<file path="src/rtl/dma_chan_pkg.sv">
package dma_chan_pkg;

  localparam int REG_W  = 32;
  localparam int STAT_W = 7;

  localparam logic [2:0] OFS_LEG_ADDR = 3'd0;
  localparam logic [2:0] OFS_LEG_CNT  = 3'd1;
  localparam logic [2:0] OFS_LEG_CTL  = 3'd2;
  localparam logic [2:0] OFS_NAT_ADDR = 3'd4;
  localparam logic [2:0] OFS_NAT_CNT  = 3'd5;
  localparam logic [2:0] OFS_NAT_CMD  = 3'd6;
  localparam logic [2:0] OFS_NAT_STAT = 3'd7;

  localparam int CB_IEN   = 0;
  localparam int CB_WORD  = 1;
  localparam int CB_M2D   = 2;
  localparam int CB_PRIO  = 3;
  localparam int CB_LVL   = 4;
  localparam int CB_LWORD = 8;
  localparam int CB_GO    = 15;

  localparam int SB_ARMED = 0;
  localparam int SB_PEND  = 1;
  localparam int SB_ACC   = 2;
  localparam int SB_HALT  = 3;
  localparam int SB_BERR  = 4;
  localparam int SB_ALIGN = 5;
  localparam int SB_WRAP  = 6;

  typedef enum logic [1:0] {
    ST_IDLE,
    ST_WAIT,
    ST_MEM,
    ST_ACK
  } seq_state_e;

  typedef struct packed {
    logic       lword;
    logic [2:0] lvl;
    logic       prio;
    logic       m2d;
    logic       word;
    logic       ien;
  } cmd_t;

  function automatic cmd_t cmd_decode(input logic [15:0] w, input logic native);
    cmd_t c;
    c.ien   = w[CB_IEN];
    c.word  = w[CB_WORD];
    c.m2d   = w[CB_M2D];
    c.prio  = w[CB_PRIO];
    c.lvl   = w[CB_LVL +: 3];
    c.lword = w[CB_LWORD] & native;
    return c;
  endfunction

  function automatic logic [15:0] cmd_encode(input cmd_t c);
    logic [15:0] r;
    r              = '0;
    r[CB_IEN]      = c.ien;
    r[CB_WORD]     = c.word;
    r[CB_M2D]      = c.m2d;
    r[CB_PRIO]     = c.prio;
    r[CB_LVL +: 3] = c.lvl;
    r[CB_LWORD]    = c.lword;
    return r;
  endfunction

  function automatic logic [1:0] size_code(input cmd_t c);
    if (c.lword)     return 2'd2;
    else if (c.word) return 2'd1;
    else             return 2'd0;
  endfunction

endpackage

</file>
<file path="src/rtl/dma_reg_decode.sv">
module dma_reg_decode
  import dma_chan_pkg::*;
#(
  parameter int AW  = 32,
  parameter int CW  = 32,
  parameter int LCW = 16
) (
  input  logic              clk,
  input  logic              rst_n,
  input  logic              reg_wr,
  input  logic              reg_rd,
  input  logic [2:0]        reg_addr,
  input  logic [REG_W-1:0]  reg_wdata,
  output logic [REG_W-1:0]  reg_rdata,
  input  logic              busy,
  input  logic [AW-1:0]     addr_q,
  input  logic [CW-1:0]     count_q,
  input  logic [STAT_W-1:0] status,
  output cmd_t              cmd_q,
  output cmd_t              cmd_new,
  output logic              start_go,
  output logic              ld_addr,
  output logic              ld_cnt,
  output logic [AW-1:0]     addr_val,
  output logic [CW-1:0]     cnt_val,
  output logic              rd_clr
);

  logic is_nat_cmd;
  logic is_ctl;
  logic cmd_wr;
  logic unused_wbits;

  assign is_nat_cmd = (reg_addr == OFS_NAT_CMD);
  assign is_ctl     = (reg_addr == OFS_LEG_CTL) || is_nat_cmd;
  assign cmd_wr     = reg_wr && !busy && is_ctl;
  assign cmd_new    = cmd_decode(reg_wdata[15:0], is_nat_cmd);
  assign start_go   = cmd_wr && reg_wdata[CB_GO];

  assign ld_addr  = reg_wr && !busy &&
                    ((reg_addr == OFS_LEG_ADDR) || (reg_addr == OFS_NAT_ADDR));
  assign ld_cnt   = reg_wr && !busy &&
                    ((reg_addr == OFS_LEG_CNT) || (reg_addr == OFS_NAT_CNT));
  assign addr_val = reg_wdata[AW-1:0];
  assign cnt_val  = (reg_addr == OFS_LEG_CNT) ? CW'(reg_wdata[LCW-1:0])
                                              : reg_wdata[CW-1:0];
  assign rd_clr   = reg_rd && (reg_addr == OFS_LEG_ADDR);

  assign unused_wbits = ^reg_wdata;

  always_ff @(posedge clk or negedge rst_n) begin
    if (!rst_n)      cmd_q <= '0;
    else if (cmd_wr) cmd_q <= cmd_new;
  end

  always_comb begin
    unique case (reg_addr)
      OFS_LEG_ADDR, OFS_NAT_ADDR: reg_rdata = REG_W'(addr_q);
      OFS_LEG_CNT:                reg_rdata = REG_W'(count_q[LCW-1:0]);
      OFS_NAT_CNT:                reg_rdata = REG_W'(count_q);
      OFS_LEG_CTL, OFS_NAT_STAT:  reg_rdata = REG_W'(status);
      OFS_NAT_CMD:                reg_rdata = REG_W'(cmd_encode(cmd_q));
      default:                    reg_rdata = '0;
    endcase
  end

endmodule

</file>
<file path="src/rtl/dma_xfer_seq.sv">
module dma_xfer_seq
  import dma_chan_pkg::*;
#(
  parameter int AW = 32,
  parameter int CW = 32,
  parameter int DW = 32
) (
  input  logic          clk,
  input  logic          rst_n,
  input  logic          start_go,
  input  cmd_t          cmd_new,
  input  cmd_t          cmd_q,
  input  logic          ld_addr,
  input  logic          ld_cnt,
  input  logic [AW-1:0] addr_val,
  input  logic [CW-1:0] cnt_val,
  input  logic          dev_req,
  output logic          dev_ack,
  input  logic [DW-1:0] dev_din,
  output logic [DW-1:0] dev_dout,
  output logic          mem_valid,
  input  logic          mem_ready,
  input  logic          mem_err,
  output logic [AW-1:0] mem_addr,
  output logic          mem_we,
  output logic [1:0]    mem_size,
  output logic [DW-1:0] mem_wdata,
  input  logic [DW-1:0] mem_rdata,
  output logic [AW-1:0] addr_q,
  output logic [CW-1:0] count_q,
  output logic          busy,
  output logic          in_mem,
  output logic          fl_halt,
  output logic          fl_berr,
  output logic          fl_align,
  output logic          fl_wrap,
  output logic          done_evt
);

  seq_state_e    state;
  logic [DW-1:0] wbuf_q;
  logic [DW-1:0] dout_q;
  logic [1:0]    new_size;
  logic          misalign;
  logic [2:0]    step;

  assign new_size = size_code(cmd_new);
  assign misalign = ((new_size == 2'd2) && (addr_q[1:0] != 2'b00)) ||
                    ((new_size == 2'd1) && addr_q[0]);

  always_comb begin
    unique case (size_code(cmd_q))
      2'd2:    step = 3'd4;
      2'd1:    step = 3'd2;
      default: step = 3'd1;
    endcase
  end

  assign busy      = (state != ST_IDLE);
  assign in_mem    = (state == ST_MEM);
  assign mem_valid = in_mem;
  assign mem_addr  = addr_q;
  assign mem_we    = !cmd_q.m2d;
  assign mem_size  = size_code(cmd_q);
  assign mem_wdata = wbuf_q;
  assign dev_dout  = dout_q;
  assign dev_ack   = (state == ST_ACK);

  assign done_evt = (start_go && !busy && misalign) ||
                    (in_mem && mem_ready && mem_err) ||
                    ((state == ST_ACK) && (count_q == '0));

  always_ff @(posedge clk or negedge rst_n) begin
    if (!rst_n) begin
      state    <= ST_IDLE;
      addr_q   <= '0;
      count_q  <= '0;
      wbuf_q   <= '0;
      dout_q   <= '0;
      fl_halt  <= 1'b0;
      fl_berr  <= 1'b0;
      fl_align <= 1'b0;
      fl_wrap  <= 1'b0;
    end else begin
      unique case (state)
        ST_IDLE: begin
          if (ld_addr) addr_q  <= addr_val;
          if (ld_cnt)  count_q <= cnt_val;
          if (start_go) begin
            fl_berr <= 1'b0;
            fl_wrap <= 1'b0;
            if (misalign) begin
              fl_align <= 1'b1;
              fl_halt  <= 1'b1;
            end else begin
              fl_align <= 1'b0;
              fl_halt  <= 1'b0;
              state    <= ST_WAIT;
            end
          end
        end
        ST_WAIT: begin
          if (dev_req) begin
            wbuf_q <= dev_din;
            state  <= ST_MEM;
          end
        end
        ST_MEM: begin
          if (mem_ready) begin
            if (mem_err) begin
              fl_berr <= 1'b1;
              fl_halt <= 1'b1;
              state   <= ST_IDLE;
            end else begin
              if (cmd_q.m2d) dout_q <= mem_rdata;
              state <= ST_ACK;
            end
          end
        end
        ST_ACK: begin
          addr_q  <= addr_q + AW'(step);
          count_q <= count_q - CW'(1);
          if (count_q == '0) begin
            fl_wrap <= 1'b1;
            state   <= ST_IDLE;
          end else begin
            state <= ST_WAIT;
          end
        end
        default: state <= ST_IDLE;
      endcase
    end
  end

endmodule

</file>
<file path="src/rtl/dma_irq_ctrl.sv">
module dma_irq_ctrl (
  input  logic       clk,
  input  logic       rst_n,
  input  logic       set_evt,
  input  logic       clr_evt,
  input  logic       ien,
  input  logic [2:0] lvl_field,
  output logic       pend,
  output logic       irq,
  output logic [2:0] irq_level
);

  localparam logic [2:0] LVL_BIAS = 3'd3;

  always_ff @(posedge clk or negedge rst_n) begin
    if (!rst_n)       pend <= 1'b0;
    else if (set_evt) pend <= 1'b1;
    else if (clr_evt) pend <= 1'b0;
  end

  assign irq       = pend && ien;
  assign irq_level = lvl_field + LVL_BIAS;

endmodule

</file>
<file path="src/rtl/dual_view_dma.sv">
module dual_view_dma
  import dma_chan_pkg::*;
#(
  parameter int AW  = 32,
  parameter int CW  = 32,
  parameter int LCW = 16,
  parameter int DW  = 32
) (
  input  logic          clk,
  input  logic          rst_n,
  input  logic          reg_wr,
  input  logic          reg_rd,
  input  logic [2:0]    reg_addr,
  input  logic [31:0]   reg_wdata,
  output logic [31:0]   reg_rdata,
  input  logic          dev_req,
  output logic          dev_ack,
  input  logic [DW-1:0] dev_din,
  output logic [DW-1:0] dev_dout,
  output logic          mem_valid,
  input  logic          mem_ready,
  output logic [AW-1:0] mem_addr,
  output logic          mem_we,
  output logic [1:0]    mem_size,
  output logic          mem_prio,
  output logic [DW-1:0] mem_wdata,
  input  logic [DW-1:0] mem_rdata,
  input  logic          mem_err,
  output logic          irq,
  output logic [2:0]    irq_level
);

  cmd_t              cmd_q;
  cmd_t              cmd_new;
  logic              start_go;
  logic              ld_addr;
  logic              ld_cnt;
  logic [AW-1:0]     addr_val;
  logic [CW-1:0]     cnt_val;
  logic              rd_clr;
  logic [AW-1:0]     addr_q;
  logic [CW-1:0]     count_q;
  logic              busy;
  logic              in_mem;
  logic              fl_halt;
  logic              fl_berr;
  logic              fl_align;
  logic              fl_wrap;
  logic              done_evt;
  logic              pend;
  logic [STAT_W-1:0] status;

  always_comb begin
    status           = '0;
    status[SB_ARMED] = busy;
    status[SB_PEND]  = pend;
    status[SB_ACC]   = in_mem;
    status[SB_HALT]  = fl_halt;
    status[SB_BERR]  = fl_berr;
    status[SB_ALIGN] = fl_align;
    status[SB_WRAP]  = fl_wrap;
  end

  assign mem_prio = cmd_q.prio;

  dma_reg_decode #(.AW(AW), .CW(CW), .LCW(LCW)) i_dec (
    .clk      (clk),
    .rst_n    (rst_n),
    .reg_wr   (reg_wr),
    .reg_rd   (reg_rd),
    .reg_addr (reg_addr),
    .reg_wdata(reg_wdata),
    .reg_rdata(reg_rdata),
    .busy     (busy),
    .addr_q   (addr_q),
    .count_q  (count_q),
    .status   (status),
    .cmd_q    (cmd_q),
    .cmd_new  (cmd_new),
    .start_go (start_go),
    .ld_addr  (ld_addr),
    .ld_cnt   (ld_cnt),
    .addr_val (addr_val),
    .cnt_val  (cnt_val),
    .rd_clr   (rd_clr)
  );

  dma_xfer_seq #(.AW(AW), .CW(CW), .DW(DW)) i_seq (
    .clk      (clk),
    .rst_n    (rst_n),
    .start_go (start_go),
    .cmd_new  (cmd_new),
    .cmd_q    (cmd_q),
    .ld_addr  (ld_addr),
    .ld_cnt   (ld_cnt),
    .addr_val (addr_val),
    .cnt_val  (cnt_val),
    .dev_req  (dev_req),
    .dev_ack  (dev_ack),
    .dev_din  (dev_din),
    .dev_dout (dev_dout),
    .mem_valid(mem_valid),
    .mem_ready(mem_ready),
    .mem_err  (mem_err),
    .mem_addr (mem_addr),
    .mem_we   (mem_we),
    .mem_size (mem_size),
    .mem_wdata(mem_wdata),
    .mem_rdata(mem_rdata),
    .addr_q   (addr_q),
    .count_q  (count_q),
    .busy     (busy),
    .in_mem   (in_mem),
    .fl_halt  (fl_halt),
    .fl_berr  (fl_berr),
    .fl_align (fl_align),
    .fl_wrap  (fl_wrap),
    .done_evt (done_evt)
  );

  dma_irq_ctrl i_irq (
    .clk      (clk),
    .rst_n    (rst_n),
    .set_evt  (done_evt),
    .clr_evt  (rd_clr || start_go),
    .ien      (cmd_q.ien),
    .lvl_field(cmd_q.lvl),
    .pend     (pend),
    .irq      (irq),
    .irq_level(irq_level)
  );

endmodule

</file>
<file path="config.mk">
export PLATFORM = sky130hd
export DESIGN_NAME = dual_view_dma
export DESIGN_NICKNAME = d
export VERILOG_FILES = /design/src/rtl/dma_chan_pkg.sv /design/src/rtl/dma_reg_decode.sv /design/src/rtl/dma_xfer_seq.sv /design/src/rtl/dma_irq_ctrl.sv /design/src/rtl/dual_view_dma.sv
export SDC_FILE = /design/constraint.sdc
export NUM_CORES = 1
export LEC_CHECK = 0
export CORE_ASPECT_RATIO = 0.5
export CORE_MARGIN = 5
export CORE_UTILIZATION = 30
export CTS_CLUSTER_SIZE = 25
export DETAILED_ROUTE_END_ITERATION = 6
export DONT_BUFFER_PORTS = 1
export PLACE_DENSITY = 0.44
export REMOVE_ABC_BUFFERS = 1
export SLEW_MARGIN = 0
export SYNTH_ARGS = -nofsm -noshare
export SYNTH_HDL_FRONTEND = slang
export SYNTH_SLANG_ARGS = --single-unit
</file>
<file path="constraint.sdc">
create_clock -name clk -period 2.6 [get_ports clk]
set_input_delay 0.13 -clock clk [delete_from_list [all_inputs] [get_ports clk]]
set_output_delay 0.13 -clock clk [all_outputs]
set_load 0.03 [all_outputs]
</file>
## Word-level counts from Yosys, hierarchy flattened

Index checks and enable logic that the tools add are counted.

| cells by class | value |
|---|---|
| divide/modulo/power cells | 0 |
| eq/ne operators | 21 |
| $add $sub $neg | 3 |
| magnitude comparators | 0 |
| shifts and indexed selects | 0 |
| muxes and demuxes | 29 |
| reductions and logical operators | 41 |
| multiply operators | 0 |
| bitwise logic cells | 2 |

Operators with widths:

| kind | count |
|---|---|
| case mux 32 bit (5 select lines) | 1 |
| case mux 32 bit (2 select lines) | 2 |
| 2-to-1 mux 32 bit | 3 |
| adder 32 x 3 -> 32 bit | 1 |
| zero test 32 bit | 1 |
| subtractor 32 x 1 -> 32 bit, second input constant | 1 |
| logical AND 1 bit | 14 |
| 2-to-1 mux 2 bit | 7 |
| == test 3 bit, second input constant | 4 |
| inequality test 2 bit, second input constant | 6 |
| AND reduction 4 bit | 3 |
| 2-to-1 mux 1 bit | 11 |
| nonzero test 2 bit | 5 |
| == test 2 bit, second input constant | 4 |
| case mux 2 bit (4 select lines) | 1 |
| AND reduction 2 bit | 4 |
| logical OR 1 bit | 7 |
| == test 2 x 1 -> 1 bit, second input constant | 3 |
| case mux 1 bit (2 select lines) | 3 |
| case mux 3 bit (2 select lines) | 1 |
| inequality test 2 x 1 -> 1 bit, second input constant | 2 |
| OR reduction 2 bit | 2 |
| adder 3 x 2 -> 3 bit, second input constant | 1 |
| == test 3 x 1 -> 1 bit, second input constant | 1 |
| other kinds (7) | 8 |

| word-level totals | value |
|---|---|
| input bits | 106 |
| register bits after elaboration | 143 |
| output and inout bits | 138 |
| memories | 0 |
| memory bits (writable) | 0 |
| bits in read-only memories | 0 |
| bits in latches | 0 |
| word-level logic and storage cells | 112 |

## Depth between registers and ports, before layout

| logic depth | value |
|---|---|
| depth in word-level cells | 10 |
| depth in mapped cells | 9 |
| gate-level depth less buffers | 8 |

## Hierarchy

A second synthesis with hierarchy kept.

| second synthesis, totals | value |
|---|---|
| cells, all modules | 921 |
| area total of the unflattened synthesis | 8795.9 sq um |

By module, submodules not included:

| module | cells an instance | sequential area each (sq um) | instances | area each (sq um) |
|---|---|---|---|---|
| dma_xfer_seq | 730 | 3353.2 | 1 | 7249.5 |
| dma_reg_decode | 181 | 200.2 | 1 | 1465.2 |
| dma_irq_ctrl | 9 | 25.0 | 1 | 75.1 |
| dual_view_dma | 1 | 0.0 | 1 | 6.3 |

## Worst setup path after synthesis

No wires, ideal clock.

| timing path | value |
|---|---|
| path kind | reg2reg |
| from | register i_dec.cmd_q[7] (netlist name) |
| to | register i_seq.addr_q[16] |
| required time | 2.475 ns |
| cell stages (with the launch flop) | 8 |
| setup time | 0.125 ns |
| arrival | 2.419 ns |
| period minus slack after synthesis | 2.544 ns |
| setup slack | 0.056 ns |
| path buffers | 0 |
| cells stage by stage | dfrtp_1 -> nor2b_1 -> fa_1 -> a21oi_1 -> nor4b_1 -> nand3_1 -> o22a_1 -> mux2_2 |

| on the way | value |
|---|---|
| word-level cells in the longest chain between the ends | 5 |
| elaborated cells on any way between the ends | 6 |
| classes of those cells | 1 x add/sub; 2 x eq/ne; 3 x mux |

RTL lines:

| item | RTL line | RTL |
|---|---|---|
| 2-to-1 mux 2 bit * | n/a |  |
| via mem_size[0] | dual_view_dma.sv:24 | `output logic [1:0] mem_size,` |
| == test 2 x 1 -> 1 bit or == test 2 bit (tied branches) | dma_xfer_seq.sv:52 | `unique case (size_code(cmd_q))` |
| case mux 3 bit (2 select lines) * | dma_xfer_seq.sv:52 |  |
| adder 32 x 3 -> 32 bit * | dma_xfer_seq.sv:121 | `addr_q <= addr_q + AW'(step);` |
| case mux 32 bit (2 select lines) * | dma_xfer_seq.sv:85 | `unique case (state)` |
| to (signal assigned) | dma_xfer_seq.sv:87 | `if (ld_addr) addr_q <= addr_val;` |
| to (signal assigned) | dma_xfer_seq.sv:121 |  |
| to (decl) | dma_xfer_seq.sv:29 | `output logic [AW-1:0] addr_q,` |

Mark *: on every way through the listed nets, which the timed path passes. The rest lies on a longest branch.
A chain may end at the register's enable or synchronous reset.

## Worst setup path in the final report

| timing path | value |
|---|---|
| from | register i_dec.cmd_q[7] (netlist name) |
| to | register i_seq.addr_q[24] |

| on the way | value |
|---|---|
| word-level cells in the longest chain between the ends | 5 |
| elaborated cells on any way between the ends | 6 |
| classes of those cells | 1 x add/sub; 2 x eq/ne; 3 x mux |

RTL lines:

| item | RTL line | RTL |
|---|---|---|
| 2-to-1 mux 2 bit * | dma_chan_pkg.sv:70 | `if (c.lword) return 2'd2;` |
| == test 2 x 1 -> 1 bit or == test 2 bit (tied branches) | dma_xfer_seq.sv:52 |  |
| case mux 3 bit (2 select lines) * | dma_xfer_seq.sv:52 |  |
| adder 32 x 3 -> 32 bit * | dma_xfer_seq.sv:121 |  |
| case mux 32 bit (2 select lines) * | dma_xfer_seq.sv:85 |  |

Every way passes the cells marked *; elsewhere a longest branch is shown, timed or not.

==> key figures <==
Routing
  – First-pass DRT Iterations: 7
  – Total number of vias: 6520
  – Vias/cell: 5.38
  – DR DRC count: 0
  – Initial DRC count: 386
  – Post-Route WL: 26700 um
  – Avg WL per Cell: 22.0 um
  – Post-route ant nets: 0

Worst setup path
  – Worst-path cell chain: nor2_1 > ha_1 > fa_1 > a21oi_2 > nor2_1 > and3_1 > a311oi_1 > nor3_1
  – Reg2Reg Launch Point: i_dec.cmd_q[7]
  – Crit. Startpoint: i_dec.cmd_q[7]
  – Crit path max fanout: 7
  – Max incr delay on CP: 0.43 ns
  – Critical Path Sink: i_seq.addr_q[24]
  – CP Capture Type: flip-flop
  – Worst EP required: 2.92 ns
  – CP max stage cell: fa_1
  – Reg2Reg Setup Slack: 0.20 ns
  – Crit path kind: flip-flop to flip-flop
  – R2R Path End: i_seq.addr_q[24]
  – Crit path top cell by count: nor2_1
  – Worst path arrival time: 2.71 ns
  – Reg2Reg Depth: 8
  – Worst setup SP type: flip-flop

Power and ir drop
  – Peak VDD IR: 0.000709 V
  – Pwr Density: 1240 mW/mm^2
  – Leakage: 4.12 nW
  – Tot Pwr: 12.1 mW

Timing
  – Worst clock skew: 0.0141 ns
  – Max-slew headroom: 44.2%
  – RSZ-0062 raised after global routing: no
  – Fin. max-slew vios: 0
  – Worst Tran Pin Value: 0.840 ns
  – Ratio of final minimum period to clock period: 92.2%
  – Setup TNS: 0 ns
  – Final hold violation count: 143
  – Min Tclk post-route: 2.40 ns
  – Fmax: 0.417 GHz
  – Hold Worst Slack: -0.625 ns
  – Final setup vio count: 0

Global routing
  – Vias in the first global route: 6710
  – Initial antenna violation count: 0
  – First-pass GRT wire length: 41100 um
  – GRT Total Usage: 19.1%
  – Remaining Overflow, GRT: 0
  – Pin count of the biggest net entering global routing: 144

Finish
  – N_diodes: 0
  – Leading cell types in the layout, fill and taps excluded: 143 x dfrtp_1, 103 x dlygate4sd3_1, 76 x mux2_2
  – Final net count: 975
  – Most common cell after layout, fill and taps aside: dfrtp_1
  – Syn-to-layout area delta: 32.1%
  – Layout cells sized above 1: 21.2%
  – Final cell count without fillers: 1212

Synthesis
  – Synth Warn #: 0
  – Post-synth cell types: 63
  – Post-synthesis instance area: 0.00739 mm^2
  – Number of enable flip-flop cells after synthesis: 0
  – Synth Area in XOR/XNOR: 0.830%
  – Area share of the largest cell type after synthesis: 48.4%
  – Adder-cell share of the synthesized area: 1.12%
  – Share of flip-flops with an asynchronous set or reset: 100%
  – Synth Area in Compound Gates: 15.9%
  – Largest family of logic cells by synthesized area: simple AND/OR/NAND/NOR gates
  – Sequential-to-total area share from yosys stat: 48.4%
  – Dominant synthesized flop cell: dfrtp_1
  – Post-Synth Simple-Gate Area: 17.4%
  – Cell type with the highest aggregate area in the netlist: dfrtp_1
  – #FFs+latches synth: 143
  – Area contributors post-synth: dfrtp_1 48%, mux2_2 12%, nor2_1 3.4%
  – Synth Area per Inst: 10.3 um^2
  – Cells after Synth: 719
  – Mux contribution to synthesized area: 13.3%

Clock network
  – TritonCTS buffer count: 17
  – Post-CTS setup buffers: 0
  – Max clock buf depth: 2
  – CTS tree: done
  – Clock transition at path regs: 0.07 ns
  – Clock root buffer master: clkbuf_16
  – Cts-stage hold buffer count: 103
  – TritonCTS Sinks: 143
  – H-tree Lvls: 4
  – Clk_lat worst skew: 0.45 ns

Floorplanning
  – Core area: 0.0241 mm^2
  – Die Width: 232 um
  – IO Pins: 244
  – Die Span Y: 121 um
  – Rows: 40
  – Initial Utilization: 30.6%
  – Die area: 0.0281 mm^2

Placement
  – HPWL Detailed: 19100 um
  – GPL Wtd Cong: 0.798
  – Number of buffers inserted by port buffering: 0
  – Placed cells: 1077

Flow run
  – Max Cap Violations: 0

Status
  – Status: finished with violations
  – Failing checks: negative hold slack

Worst hold path
  – Worst hold path class: primary input to async pin
[worst min path at each step]
stage	cells after the start	endpoint	start
3_3_place_gp	0	i_seq.mem_wdata[29]	rst_n
3_5_place_dp	0	i_seq.mem_wdata[29]	rst_n
6_report	0	i_seq.mem_wdata[14]	rst_n
4_1_cts	0	i_seq.mem_wdata[29]	rst_n
5_1_grt	0	i_seq.mem_wdata[5]	rst_n
2_1_floorplan	0	i_dec.cmd_q[0]	rst_n
[cell families (layout without fill, tap and decap cells)]
kind of cell	count (synthesis)	in the layout
AOI/OAI and AO/OA	163	163
xor gates and xnor gates	7	7
adders and majority gates	6	6
buffers and inverters	57	214
DFF	143	143
muxes	89	89
and+or+nand+nor	254	254
[worst max-delay path: cells and delay by family (launching register included)]
family,cells,cell delay [ns]
AOI/OAI and AO/OA,2,0.66
adders and majority gates,2,0.64
and+or+nand+nor,4,0.58
DFF,1,0.39
[flip-flops by register name (all words and copies together), names as in the netlist]
register,cells
i_seq.addr_q,32
i_seq.count_q,32
i_seq.dev_dout,32
i_seq.mem_wdata,32
i_dec.cmd_q,8
i_seq.state,2
i_irq.pend,1
i_seq.fl_align,1
i_seq.fl_berr,1
i_seq.fl_halt,1
i_seq.fl_wrap,1
[power by group]
group,leakage [nW],switching [mW],internal [mW],total [mW]
registers,1.75,2.18,3.26,5.44
clock network,0.282,1.06,1.43,2.49
logic,2.08,2.45,1.76,4.21
total,4.12,5.69,6.45,12.1
[per-layer routing]
layer	global-route usage [%]	share of wire [%]	up-vias
met1	25.3	45	3291
met5	0	0	-
met4	6.27	2.1	0
met3	6.15	6.9	31
met2	29.6	46	214
li1	-	-	2984
[cells in the mapped netlist (3+ instances only)]
library cell  count
ha_1              5
nor2_1           66
nand4_1          13
and2_1            4
a22o_1           17
a21oi_1          28
clkbuf_1         38
o211ai_1         13
o22ai_1           5
nand2_1          65
nand2b_1          5
o21ai_0          20
a22oi_1           8
a211oi_1         19
or3_1             5
and4_1            4
dfrtp_1         143
a31oi_1           7
buf_1             4
nand3b_1          3
nand3_1          29
mux2_2           76
nor4_2            3
a311oi_1          9
nor3_1           14
or4_1             5
mux2i_1          13
xnor2_1           5
nor2b_1          11
a221o_1          13
o311ai_0          3
o21a_1            5
nor4_1            5
and3_1            9
inv_1            14
[layout make-up]
class | count | area (um^2)
Clock buffer | 18 | 429
Clock inverter | 14 | 155
Fill cell | 2364 | 14400
Inverter | 14 | 52.6
Multi-Input combinational cell | 519 | 3610
Sequential cell | 143 | 3580
Tap cell | 336 | 420
Timing Repair Buffer | 168 | 1520
[per-stage QoR]
step / utilization [%] / area (um^2) / hold WS [ns] / worst slack [ns]
after global routing: 40.5 / 9760 / -0.655 / 0.0344
after detailed placement: 33.7 / 8140 / -0.162 / -0.0141
after global placement: 33.7 / 8140 / -0.162 / 0.0415
after CTS: 40.4 / 9760 / -0.648 / 0.204
after floorplan: - / 7230 / -0.166 / -0.418
final: 40.5 / 9760 / -0.625 / 0.203
[what timing repair did]
item                                    in CTS  in global routing
resized for setup                            1                  1
endpoints found under the setup margin       2                  1
hold endpoints to repair                   282                143
Power figures use the tool's default switching activity.
